[config.mk]
export PLATFORM = sky130hd
export DESIGN_NAME = tune_window_sel
export DESIGN_NICKNAME = d
export VERILOG_FILES = /design/src/rtl/tws_pkg.sv /design/src/rtl/tws_ctrl.sv /design/src/rtl/tws_run_track.sv /design/src/rtl/tws_pick.sv /design/src/rtl/tune_window_sel.sv
export SDC_FILE = /design/constraint.sdc
export NUM_CORES = 1
export LEC_CHECK = 0
export BUFFER_PORTS_ARGS = -buffer_cell sky130_fd_sc_hd__buf_2
export CORE_MARGIN = 10
export CORE_UTILIZATION = 50
export DETAILED_ROUTE_END_ITERATION = 10
export PLACE_DENSITY = 0.69
export SYNTH_ARGS = -nofsm -noshare
export SYNTH_HDL_FRONTEND = slang
export SYNTH_HIERARCHICAL = 1
export SYNTH_SLANG_ARGS = --single-unit
[constraint.sdc]
create_clock -name clk -period 6.9 [get_ports clk]
set_input_delay 1.035 -clock clk [delete_from_list [all_inputs] [get_ports clk]]
set_output_delay 1.035 -clock clk [all_outputs]
set_load 0.01 [all_outputs]
[src/rtl/tws_pkg.sv]
package tws_pkg;

    // Shortest passing window that is trusted.
    localparam int unsigned TWS_MIN_RUN = 3;

    typedef enum logic {
        TWS_IDLE = 1'b0,
        TWS_SCAN = 1'b1
    } tws_state_e;

    // Midpoint of a window on the doubled ring, folded into 0..taps-1.
    // The midpoint is below 2*taps, so one subtraction is enough.
    function automatic int unsigned tws_center(input int unsigned first,
                                               input int unsigned last,
                                               input int unsigned taps);
        int unsigned mid;
        mid = (first + last) / 2;
        if (taps == 0) return 0;
        if (mid >= taps) return mid - taps;
        return mid;
    endfunction

endpackage

[src/rtl/tws_ctrl.sv]
module tws_ctrl
    import tws_pkg::*;
#(
    parameter int unsigned MAX_TAPS = 8,
    parameter int unsigned NCNT_W   = $clog2(MAX_TAPS + 1),
    parameter int unsigned IDX_W    = $clog2(2 * MAX_TAPS + 1)
) (
    input  logic              clk,
    input  logic              rst,
    input  logic              start,
    input  logic [NCNT_W-1:0] tap_count,
    output logic              accept,
    output logic              step,
    output logic              finish,
    output logic [IDX_W-1:0]  idx,
    output logic [NCNT_W-1:0] taps_q
);

    tws_state_e        state_q;
    logic [IDX_W-1:0]  idx_q;
    logic [IDX_W-1:0]  limit_q;
    logic [NCNT_W-1:0] n_eff;

    always_comb begin
        if (tap_count > NCNT_W'(MAX_TAPS)) n_eff = NCNT_W'(MAX_TAPS);
        else                               n_eff = tap_count;
    end

    assign accept = (state_q == TWS_IDLE) && start;
    assign step   = (state_q == TWS_SCAN) && (idx_q != limit_q);
    assign finish = (state_q == TWS_SCAN) && (idx_q == limit_q);
    assign idx    = idx_q;

    always_ff @(posedge clk) begin
        if (rst) begin
            state_q <= TWS_IDLE;
            idx_q   <= '0;
            limit_q <= '0;
            taps_q  <= '0;
        end else if (accept) begin
            state_q <= TWS_SCAN;
            idx_q   <= '0;
            limit_q <= IDX_W'({n_eff, 1'b0});
            taps_q  <= n_eff;
        end else if (step) begin
            idx_q <= idx_q + 1'b1;
        end else if (finish) begin
            state_q <= TWS_IDLE;
        end
    end

    // the scan index never passes the 2N limit
    p_idx_bound_r1: assert property (@(posedge clk) disable iff (rst)
        (state_q == TWS_SCAN) |-> (idx_q <= limit_q));

    // a scan in progress keeps its bounds whatever start does
    p_start_ignored_r8: assert property (@(posedge clk) disable iff (rst)
        ((state_q == TWS_SCAN) && !finish) |=>
            ((state_q == TWS_SCAN) && $stable(limit_q) && $stable(taps_q)));

    // the end of a scan returns to idle
    p_finish_idle_r7: assert property (@(posedge clk) disable iff (rst)
        finish |=> (state_q == TWS_IDLE));

endmodule

[src/rtl/tws_run_track.sv]
module tws_run_track
    import tws_pkg::*;
#(
    parameter int unsigned IDX_W = 5
) (
    input  logic             clk,
    input  logic             rst,
    input  logic             clear,
    input  logic             step,
    input  logic             pass_bit,
    input  logic [IDX_W-1:0] idx,
    output logic [IDX_W-1:0] fin_len,
    output logic [IDX_W-1:0] fin_first,
    output logic [IDX_W-1:0] fin_last
);

    logic [IDX_W-1:0] run_q;
    logic [IDX_W-1:0] best_len_q;
    logic [IDX_W-1:0] best_first_q;
    logic [IDX_W-1:0] best_last_q;
    logic             run_wins;

    // Strictly longer only: an equal later run never displaces the earlier one.
    assign run_wins = run_q > best_len_q;

    always_ff @(posedge clk) begin
        if (rst || clear) begin
            run_q        <= '0;
            best_len_q   <= '0;
            best_first_q <= '0;
            best_last_q  <= '0;
        end else if (step) begin
            if (pass_bit) begin
                run_q <= run_q + 1'b1;
            end else begin
                run_q <= '0;
                if (run_wins) begin
                    best_len_q   <= run_q;
                    best_first_q <= idx - run_q;
                    best_last_q  <= idx - 1'b1;
                end
            end
        end
    end

    // Close-out of a run still open at the end of the vector (idx == 2N here).
    always_comb begin
        if (run_wins) begin
            fin_len   = run_q;
            fin_first = idx - run_q;
            fin_last  = idx - 1'b1;
        end else begin
            fin_len   = best_len_q;
            fin_first = best_first_q;
            fin_last  = best_last_q;
        end
    end

    // a run cannot be longer than the bits seen so far
    p_run_bound_r2: assert property (@(posedge clk) disable iff (rst)
        run_q <= idx);

    // the best length never shrinks during a scan
    p_best_mono_r3: assert property (@(posedge clk) disable iff (rst)
        (step && !clear) |=> (best_len_q >= $past(best_len_q)));

    // the stored span agrees with the stored length
    p_best_span_r4: assert property (@(posedge clk) disable iff (rst)
        (best_len_q != '0) |-> ((best_last_q - best_first_q + 1'b1) == best_len_q));

endmodule

[src/rtl/tws_pick.sv]
module tws_pick
    import tws_pkg::*;
#(
    parameter int unsigned IDX_W  = 5,
    parameter int unsigned NCNT_W = 4,
    parameter int unsigned TAP_W  = 3
) (
    input  logic [IDX_W-1:0]  fin_len,
    input  logic [IDX_W-1:0]  fin_first,
    input  logic [IDX_W-1:0]  fin_last,
    input  logic [NCNT_W-1:0] taps,
    output logic              ok,
    output logic [TAP_W-1:0]  tap
);

    int unsigned centre;

    always_comb begin
        ok     = fin_len >= IDX_W'(TWS_MIN_RUN);
        centre = tws_center(int'(fin_first), int'(fin_last), int'(taps));
        tap    = ok ? TAP_W'(centre) : '0;
    end

endmodule

[src/rtl/tune_window_sel.sv]
module tune_window_sel
    import tws_pkg::*;
#(
    parameter int unsigned MAX_TAPS = 8,
    localparam int unsigned BITS    = 2 * MAX_TAPS,
    localparam int unsigned NCNT_W  = $clog2(MAX_TAPS + 1),
    localparam int unsigned IDX_W   = $clog2(BITS + 1),
    localparam int unsigned TAP_W   = (MAX_TAPS > 1) ? $clog2(MAX_TAPS) : 1
) (
    input  logic              clk,
    input  logic              rst,
    input  logic              start,
    input  logic [BITS-1:0]   result,
    input  logic [NCNT_W-1:0] tap_count,
    output logic              done,
    output logic [TAP_W-1:0]  tap,
    output logic              error,
    output logic [IDX_W-1:0]  run_len,
    output logic              retune_arm
);

    logic              accept, step, finish;
    logic [IDX_W-1:0]  idx;
    logic [NCNT_W-1:0] taps_q;
    logic [BITS-1:0]   bitmap_q;
    logic [BITS-1:0]   shifted;
    logic              pass_bit;
    logic [IDX_W-1:0]  fin_len, fin_first, fin_last;
    logic              pick_ok;
    logic [TAP_W-1:0]  pick_tap;

    tws_ctrl #(.MAX_TAPS(MAX_TAPS), .NCNT_W(NCNT_W), .IDX_W(IDX_W)) u_ctrl (
        .clk(clk), .rst(rst), .start(start), .tap_count(tap_count),
        .accept(accept), .step(step), .finish(finish),
        .idx(idx), .taps_q(taps_q)
    );

    always_ff @(posedge clk) begin
        if (rst)         bitmap_q <= '0;
        else if (accept) bitmap_q <= result;
    end

    assign shifted  = bitmap_q >> idx;
    assign pass_bit = shifted[0];

    tws_run_track #(.IDX_W(IDX_W)) u_track (
        .clk(clk), .rst(rst), .clear(accept), .step(step),
        .pass_bit(pass_bit), .idx(idx),
        .fin_len(fin_len), .fin_first(fin_first), .fin_last(fin_last)
    );

    tws_pick #(.IDX_W(IDX_W), .NCNT_W(NCNT_W), .TAP_W(TAP_W)) u_pick (
        .fin_len(fin_len), .fin_first(fin_first), .fin_last(fin_last),
        .taps(taps_q), .ok(pick_ok), .tap(pick_tap)
    );

    always_ff @(posedge clk) begin
        if (rst || accept) begin
            done       <= 1'b0;
            tap        <= '0;
            error      <= 1'b0;
            run_len    <= '0;
            retune_arm <= 1'b0;
        end else if (finish) begin
            done       <= 1'b1;
            tap        <= pick_tap;
            error      <= !pick_ok;
            run_len    <= fin_len;
            retune_arm <= pick_ok;
        end else begin
            done <= 1'b0;
        end
    end

    // done lasts exactly one cycle
    p_done_pulse_r7: assert property (@(posedge clk) disable iff (rst)
        done |=> !done);

    // results hold between scans
    p_hold_r7: assert property (@(posedge clk) disable iff (rst)
        (!accept && !finish) |=>
            ($stable(tap) && $stable(error) && $stable(run_len) && $stable(retune_arm)));

    // a rejected window names no tap and does not arm re-tuning
    p_err_no_tap_r5: assert property (@(posedge clk) disable iff (rst)
        error |-> ((tap == '0) && !retune_arm));

    // arming needs a window of at least three probes
    p_arm_len_r6: assert property (@(posedge clk) disable iff (rst)
        retune_arm |-> ((run_len >= IDX_W'(TWS_MIN_RUN)) && !error));

    // a selected tap lies on the ring
    p_tap_range_r4: assert property (@(posedge clk) disable iff (rst)
        (done && !error) |-> (TAP_W'(tap) < taps_q));

endmodule

==> results.cfg, run 1 <==
[timing]
slew_headroom = 0.169
final_max_slew_viol_count = 0
tns_ns = 0
worstMarginPinSlew_ns = 1.24
period_minus_slack_ns = 4.39
finalCritPeriodShare = 0.636
finClkSkew_ns = 0.00442
timing.final.ws_setup_ns = 2.51
finalHoldViolCount = 0
rsz0062_at_grt = false
max_freq_mhz = 228
setup_violations = 0

[detailed_routing]
vias_per_cell = 5.46
wirelength_um = 7190
wl_per_cell_um = 15.0
drc = 0
dr.first_iter.drc_count = 136
ant_nets = 0
num_vias = 2615
first_pass_iters = 5

[finish]
seq_area_sq_um = 1140
fillers = 538
multi_input_comb_area_sq_um = 1960
instances_no_fill = 479
drive_gt1_frac = 0.192
antennaDiodeCount = 0
nets = 443
synthToLayoutAreaGrowth_pct = 12.5

[setup_path]
required_ns = 7.17
crit_path_end_kind = register
worstSetupPathType = reg2reg
crit_path_start = u_ctrl/idx[0]
reg2reg_from = u_ctrl/idx[0]
crit_arrival_ns = 4.66
path_max_fanout = 16
cp-start-kind = register

[global_routing]
grt_max_degree = 32
overflow = 0
grt_pass1_wl_um = 12300
grt.total_usage = 0.148
antenna_found_initial = 0
first_global_vias = 2640

[placement]
gp_congestion = 0.808
dp_hpwl_um = 5220
placed_cells = 463
io_buffers = 33
pre_cts_ws_ns = 2.53

[min_path]
hold_start = u_track/best_last_q[0]
hp-class = reg2reg

[clock_tree]
cts_resized = 0
postCtsSetupBuffers = 0
ctsRootBufferMaster = clkbuf_8
clk_pin_slew_ns = 0.06
cts_max_path_buffers = 2
hold_buffers = 0
clk_latency_ns = 0.33
cts.sinks = 57
cts_tree = built
h-tree-depth = 3
numCtsBuffers = 9

[floorplanning]
row_count = 29
io_pins = 34
fp.dieW_um = 101
core-area_sq_um = 6350
initial_core_util = 0.515
die_area_sq_um = 10200
die_y_um = 101

[logic_synthesis]
seq_area_frac_synth = 0.349
synth_flop_cell = dfxtp_1
synth_enable_flop_cells = 0
ys_warn_count = 6
ys_types = 51
syn_nets = 411
syn-instance-count = 365
synth_seq_cells = 57
synthesis.area_sq_um = 3270
synth-async-reset-ratio = 0
synth_area_per_cell_sq_um = 8.97

[power_and_ir_drop]
peakVddDrop_v = 0.000136
powerDensity_nw_per_um2 = 212
p_leak_nw = 1.53

[job]
max_cap_violations = 0

[run_status]
outcome = finished clean
==> where the power goes <==
group	internal, mW	total, mW	leakage (nW)	switching [mW]
combinational	0.0460	0.104	0.965	0.0585
sequential	0.339	0.349	0.463	0.0101
clock	0.196	0.326	0.107	0.130
==> cells in the final DEF, fill, tap and decap left out, types with 12 or more instances in the layout <==
master,netlist,layout
xnor2_1,12,12
nor2_1,42,42
o21ai_0,17,17
inv_1,23,23
mux2i_1,30,30
clkbuf_8,0,12
dfxtp_1,57,57
buf_2,7,33
ha_1,20,20
nand2_1,45,45
==> sequential cells by signal, indices dropped and copies added (netlist names) <==
name and cells:
tap 3, u_track/best_first_q 5, bitmap_q 16, retune_arm 1, error 1, u_track/best_last_q 5, u_track/run_q 5, run_len 5
u_ctrl/idx 5, u_ctrl/taps_q 4, done 1, u_ctrl/state_q 1, u_track/best_len_q 5
==> per-layer routing <==
metal | up-vias | GRT usage | share of wire
li1 | 1330 | - | -
met1 | 1241 | 0.176 | 0.47
met2 | 37 | 0.242 | 0.48
met3 | 7 | 0.0480 | 0.043
met4 | 0 | 0.0525 | 0.011
met5 | - | 0 | 0
==> worst paths after layout <==
kind	end	slack (ns)	cells past startpoint
setup / recovery	tap[0]	2.51	17
hold / removal	u_track/best_last_q[0]	0.46	2
setup reg to reg	tap[0]	2.51	17
hold reg to reg	u_track/best_last_q[0]	0.46	2
==> cells by family (layout without fill, tap and decap cells) <==
| family | Yosys count | after routing | share of synthesized area |
|---|---|---|---|
| fa+ha+maj | 23 | 23 | 0.0948 |
| flops | 57 | 57 | 0.349 |
| compound gates | 66 | 66 | 0.151 |
| simple gates | 121 | 121 | 0.169 |
| mux | 38 | 38 | 0.128 |
| buf+inv | 39 | 76 | 0.0520 |
| xor+xnor | 21 | 21 | 0.0562 |
==> synthesized netlist by cell type (7+ instances only) <==
cell type	number	area (sq um)
dfxtp_1	57	1140
nand2_1	45	169
nor2_1	42	158
mux2i_1	30	300
inv_1	23	86.3
ha_1	20	250
o21ai_0	17	85.1
xnor2_1	12	105
a21oi_1	10	50.1
o21ai_2	10	87.6
xor2_1	9	78.8
buf_2	7	35.0
nand2b_1	7	43.8
==> worst max-delay path: stages (launching register included) <==
cell and delay [ns]:
dfxtp_1 0.76, inv_1 0.15, ha_1 0.23, inv_1 0.08, fa_1 0.42, mux2_2 0.29
ha_1 0.30, a31o_1 0.23, a21oi_2 0.20, xor2_1 0.24, inv_1 0.07, ha_1 0.33
a21o_1 0.18, a31oi_2 0.19, o221a_4 0.24, mux2i_1 0.19, mux2i_1 0.09, nor2_1 0.13
==> per-stage QoR <==
step | total power, mW | hold WS (ns) | area (sq um) | utilization
6_report | 0.779 | 0.455 | 3680 | 0.580
4_1_cts | 0.787 | 0.456 | 3680 | 0.580
3_5_place_dp | 0.461 | 0.440 | 3470 | 0.547
5_1_grt | 0.816 | 0.478 | 3680 | 0.580
2_1_floorplan | 0.436 | 0.429 | 3270 | -
3_3_place_gp | 0.458 | 0.436 | 3470 | 0.547
==> final cells by class <==
class                   count  area share
flip-flops and latches     57       0.310
clock buffers              14      0.0469
well taps                  77      0.0262
inverters                  25      0.0255
repair buffers             35      0.0489
clock inverters             2     0.00952
multi-input cells         269       0.533
(Power assumes the default switching activity.)
==> run 2: changes to the inputs <==
--- a/config.mk
+++ b/config.mk
@@ -9,7 +9,7 @@
 export CORE_MARGIN = 10
 export CORE_UTILIZATION = 50
 export DETAILED_ROUTE_END_ITERATION = 10
-export PLACE_DENSITY = 0.69
+export PLACE_DENSITY = 0.72
 export SYNTH_ARGS = -nofsm -noshare
 export SYNTH_HDL_FRONTEND = slang
 export SYNTH_HIERARCHICAL = 1
==> constraint.sdc (replaced) <==
create_clock -name clk -period 4 [get_ports clk]
set_input_delay 0.6 -clock clk [delete_from_list [all_inputs] [get_ports clk]]
set_output_delay 0.6 -clock clk [all_outputs]
set_load 0.01 [all_outputs]
==> run 2 against run 1 <==
  * Non-clock buffer count is 9 higher
  * Clock skew is 0.0038 ns higher
  * Fmax grew 16%
  * Sequential share of layout area decreased by 0.90 points
  * First-iteration DRC count up 47%
  * Global-route usage is 1.1 points higher
  * Cell area is 3.0% higher
  * Die area stayed put
  * Worst setup slack worse by 2.3 ns
  * Largest power group unchanged
  * Highest routed layer unchanged
==> results.cfg, run 2 (synthesis gave the netlist of run 1 again) <==
[power_and_ir_drop]
net-switching-power_mw = 0.390
p_leak_nw = 1.57
total_power_mw = 1.35
switching_share = 0.288
powerDensity_nw_per_um2 = 357
peakVddDrop_v = 0.000257
p_int_mw = 0.962
pwr-share-clk = 0.413
comb_power_share = 0.145
p_seq_frac = 0.442

[detailed_routing]
wirelength_um = 7620
num_vias = 2700
first_pass_iters = 4
dr.first_iter.drc_count = 200
vias_per_cell = 5.53
ant_nets = 0
wl_per_cell_um = 15.6
drc = 0

[timing]
whs_ns = 0.464
finClkSkew_ns = 0.00824
period_minus_slack_ns = 3.78
finalCritPeriodShare = 0.944
final_max_slew_viol_count = 0
finalHoldViolCount = 0
timing.final.ws_setup_ns = 0.223
slew_headroom = 0.240
max_freq_mhz = 265
setup_violations = 0
worstMarginPinSlew_ns = 1.13

[job]
max_cap_violations = 0

[run_status]
outcome = finished clean

[setup_path]
crit_path_end_kind = register
rr_worst_depth = 18
crit_arrival_ns = 4.07
cp-start-kind = register
reg2reg_slack_ns = 0.22
required_ns = 4.29
path_max_fanout = 4
reg2reg_from = u_track/best_len_q[4]
worstSetupPathType = reg2reg
r2r-end = tap[0]

[floorplanning]
initial_core_util = 0.515
die_area_sq_um = 10200
core-area_sq_um = 6350
io_pins = 34
row_count = 29
die_y_um = 101
fp.dieW_um = 101

[clock_tree]
cts_max_path_buffers = 2
ctsRootBufferMaster = clkbuf_8
clk_latency_ns = 0.35
cts.sinks = 57
numCtsBuffers = 9
clk_pin_slew_ns = 0.07
cts_tree = built
h-tree-depth = 3

[finish]
instances_no_fill = 488
layout_commonest_cell = dfxtp_1
final_cell_mix = dfxtp_1, nand2_1, nor2_1, buf_2, mux2i_1
synthToLayoutAreaGrowth_pct = 15.8
fin_util = 0.597
largest_register_ffs = 16
top_register = bitmap_q
drive_gt1_frac = 0.226
antennaDiodeCount = 0
nets = 452

[placement]
gp_congestion = 0.840
dp_hpwl_um = 5460
io_buffers = 33
pre_cts_ws_ns = -0.0107
placed_cells = 470

[min_path]
hold_start = u_track/best_last_q[3]
holdPathStages = 2
hp-class = reg2reg
min_to = u_track/best_last_q[3]

[global_routing]
antenna_found_initial = 0
grt_max_degree = 32
grt.total_usage = 0.159
grt_pass1_wl_um = 13000
overflow = 0
first_global_vias = 2732
run 2: changes by cell type in the layout (fill, tap and decap cells not counted), moves of 2 or more:
cell / previous run / this run
inv_6: 0 / 2
buf_4: 2 / 11
o21ai_1: 4 / 2
o21ai_2: 10 / 12
clkinvlp_4: 0 / 3
clkbuf_8: 12 / 9
clkbuf_1: 2 / 0
run 2: critical path: stages (launching register included):
cell and delay [ns]:
dfxtp_1 0.36, inv_1 0.05, ha_1 0.32, a21oi_2 0.17, o21ai_2 0.08, o21ai_2 0.22
mux2_2 0.38, ha_1 0.29, a31o_1 0.25, a21oi_4 0.17, xor2_2 0.17, inv_1 0.08
ha_4 0.24, a21o_1 0.18, a31oi_4 0.17, o221a_4 0.25, mux2i_1 0.18, mux2i_1 0.09
nor2_1 0.08
run 2: power groups by stage:
stage | combinational, mW | sequential [mW] | clock, mW
final | 0.196 | 0.598 | 0.558
after global routing | 0.215 | 0.600 | 0.592
after CTS | 0.190 | 0.598 | 0.568
after detailed placement | 0.188 | 0.611 | 0
after global placement | 0.184 | 0.610 | 0
after floorplan | 0.145 | 0.607 | 0
run 2: worst max path at each step:
stage	startpoint	endpoint	slack [ns]	cells after the start
global route	u_track/best_len_q[2]	tap[0]	-0.02	18
global placement	u_track/best_len_q[4]	tap[1]	0.16	18
floorplan	u_track/run_q[4]	tap[1]	0.20	19
detailed placement	u_track/best_len_q[4]	tap[1]	-0.01	18
finish	u_track/best_len_q[4]	tap[0]	0.22	18
CTS	u_track/best_len_q[4]	tap[1]	0.06	18
run 2: cell type report:
| class | count | area (sq um) |
|---|---|---|
| fill | 539 | 2560 |
| multi-input combinational | 269 | 2010 |
| sequential | 57 | 1140 |
| timing repair buffer | 44 | 248 |
| clock buffer | 9 | 124 |
| tap | 77 | 96.3 |
| inverter | 25 | 93.8 |
| clock inverter | 7 | 78.8 |
run 2: stage by stage:
stage               instance area (sq um)  setup TNS [ns]
finish                               3790               0
CTS                                  3730               0
floorplan                            3270               0
global placement                     3530               0
global route                         3790         -0.0162
detailed placement                   3530         -0.0107
run 2: what timing repair did:
item,in CTS,in global routing
setup endpoints to repair,2,3
pin swaps,0,4
resized for setup,1,6
setup buffers,0,2
hold buffers,0,0
endpoints found under the hold margin,0,0
run 2: metal layers:
layer	wire [um]	track usage
met1	3520	0.198
met2	3550	0.249
met3	347	0.0398
met4	207	0.0782
met5	0	0
==> run 3: changes to the inputs <==
==> constraint.sdc (replaced) <==
create_clock -name clk -period 3.32 [get_ports clk]
set_input_delay 0.498 -clock clk [delete_from_list [all_inputs] [get_ports clk]]
set_output_delay 0.498 -clock clk [all_outputs]
set_load 0.01 [all_outputs]
==> run 3 against run 2 <==
  * The flow now finishes with violations (negative setup slack)
  * Non-clock buffer count rose by 29
  * Sequential cell count unchanged
  * Die area unchanged
  * Register-to-register slack lost 0.43 ns
  * Clock skew down 0.0035 ns
  * Wire length grew 4.1%
  * Clock power up 43%
  * Combinational power is 34% higher
  * Sequential share of layout area fell by 2.3 points
  * Worst setup slack worse by 0.43 ns
==> results.cfg, run 3 (synthesis gave the netlist of run 1 again) <==
[power_and_ir_drop]
peakVddDrop_v = 0.000359
p_int_mw = 1.34
powerDensity_nw_per_um2 = 428
p_seq_frac = 0.405
p_leak_nw = 1.78
pwr-share-clk = 0.448
comb_power_share = 0.148
switching_share = 0.246
net-switching-power_mw = 0.438

[placement]
gp_congestion = 0.789
io_buffers = 33
dp_hpwl_um = 5670
placed_cells = 496

[timing]
max_freq_mhz = 284
slew_headroom = 0.634
period_minus_slack_ns = 3.53
setup_violations = 3
finalHoldViolCount = 0
tns_ns = -0.569
worstMarginPinSlew_ns = 0.543
finalCritPeriodShare = 1.06
rsz0062_at_grt = true
timing.final.ws_setup_ns = -0.205
final_max_slew_viol_count = 0
finClkSkew_ns = 0.00471

[clock_tree]
h-tree-depth = 3
cts_tree = built
cts_max_path_buffers = 2
numCtsBuffers = 9
clk_latency_ns = 0.34
clk_pin_slew_ns = 0.06
cts.sinks = 57
ctsRootBufferMaster = clkbuf_8
hold_buffers = 0

[detailed_routing]
first_pass_iters = 4
met1_length_um = 3690
dr.first_iter.drc_count = 99
wl_per_cell_um = 15.3
wirelength_um = 7930
vias_per_cell = 5.39
wl_met2_um = 3840
wl_met3_um = 263
ant_nets = 0
num_vias = 2789
top_layer_used = met4
drc = 0

[finish]
nets = 481
synthToLayoutAreaGrowth_pct = 27.1
final_cell_mix = dfxtp_1, nand2_1, nor2_1, buf_4, buf_2
antennaDiodeCount = 0
largest_register_ffs = 16
top_register = bitmap_q
layout_commonest_cell = dfxtp_1
drive_gt1_frac = 0.334
fin_util = 0.655
instances_no_fill = 517

[floorplanning]
die_area_sq_um = 10200
core-area_sq_um = 6350
initial_core_util = 0.515
fp.dieW_um = 101
io_pins = 34
row_count = 29
die_y_um = 101

[min_path]
hp-class = in2reg

[run_status]
violations = negative setup slack
outcome = complete, but fails checks

[setup_path]
worstSetupPathType = reg2reg
crit_arrival_ns = 3.80
required_ns = 3.60
cp-start-kind = register
path_max_fanout = 4
crit_path_end_kind = register

[global_routing]
antenna_found_initial = 0
first_global_vias = 2846
grt_pass1_wl_um = 13200
grt.total_usage = 0.160
overflow = 0
grt_max_degree = 32

[job]
max_cap_violations = 0
==> run 3: changes by cell type in the layout (fill, tap and decap cells not counted), sizes merged <==
cell	delta
clkinv	+2
buf	+29
clkinvlp	-3
bufinv	+2
clkbuf	+1
inv	-2
==> run 3: cell type report <==
class	instances	area, sq um
inverters	25	93.8
clock buffers	10	138
fillers	504	2190
multi-input cells	269	2100
well taps	77	96.3
clock inverters	6	105
repair buffers	73	473
flip-flops and latches	57	1150
==> run 3: routing by layer <==
metal  vias up  global-route usage
met3        11              0.0391
met2        45               0.261
met4         0              0.0793
met5         -                   0
met1      1318               0.192
li1       1415                   -
==> run 3: through the flow <==
| step | total power [mW] | worst slack, ns | instance area (sq um) | hold slack, ns |
|---|---|---|---|---|
| after floorplan | 0.912 | -0.190 | 3380 | 0.429 |
| after global placement | 0.976 | -0.125 | 3820 | 0.437 |
| after detailed placement | 0.983 | -0.200 | 3820 | 0.443 |
| after CTS | 1.79 | -0.153 | 4130 | 0.376 |
| after global routing | 1.85 | -0.394 | 4160 | 0.401 |
| final | 1.78 | -0.205 | 4160 | 0.389 |
==> run 3: worst paths after layout <==
kind / startpoint / to / slack (ns) / cells past startpoint
worst min-delay path: result[15] / bitmap_q[15] / 0.39 / 3
worst max-delay path: u_track/best_len_q[4] / tap[2] / -0.21 / 19
worst max register to register: u_track/best_len_q[4] / tap[2] / -0.21 / 19
worst min register to register: u_track/best_last_q[4] / u_track/best_last_q[4] / 0.46 / 2
==> run 3: critical path: stages (launching register included) <==
cell and delay (ns):
dfxtp_2 0.33, inv_2 0.04, ha_4 0.22, a21oi_2 0.14
o21ai_2 0.10, o21ai_4 0.23, mux2_4 0.34, ha_4 0.21
a31o_1 0.18, a21oi_2 0.16, xor2_1 0.19, inv_1 0.10
ha_4 0.22, a21o_1 0.16, a31oi_2 0.19, buf_4 0.15
o21ai_2 0.05, o32ai_2 0.27, mux2i_1 0.11, nor2_1 0.08
==> run 3: timing repair <==
| action | 4_1_cts | 5_1_grt |
|---|---|---|
| setup buffers | 4 | 1 |
| gates resized for setup | 10 | 7 |
| pin swaps | 16 | 7 |
| setup endpoints to repair | 3 | 3 |
| endpoints found under the hold margin | 0 | 0 |
==> run 3: power groups by stage <==
stage	combinational, mW	clock [mW]	sequential, mW
global placement	0.242	0	0.734
floorplan	0.181	0	0.731
CTS	0.257	0.813	0.720
finish	0.263	0.797	0.721
detailed placement	0.247	0	0.735
global route	0.289	0.834	0.723
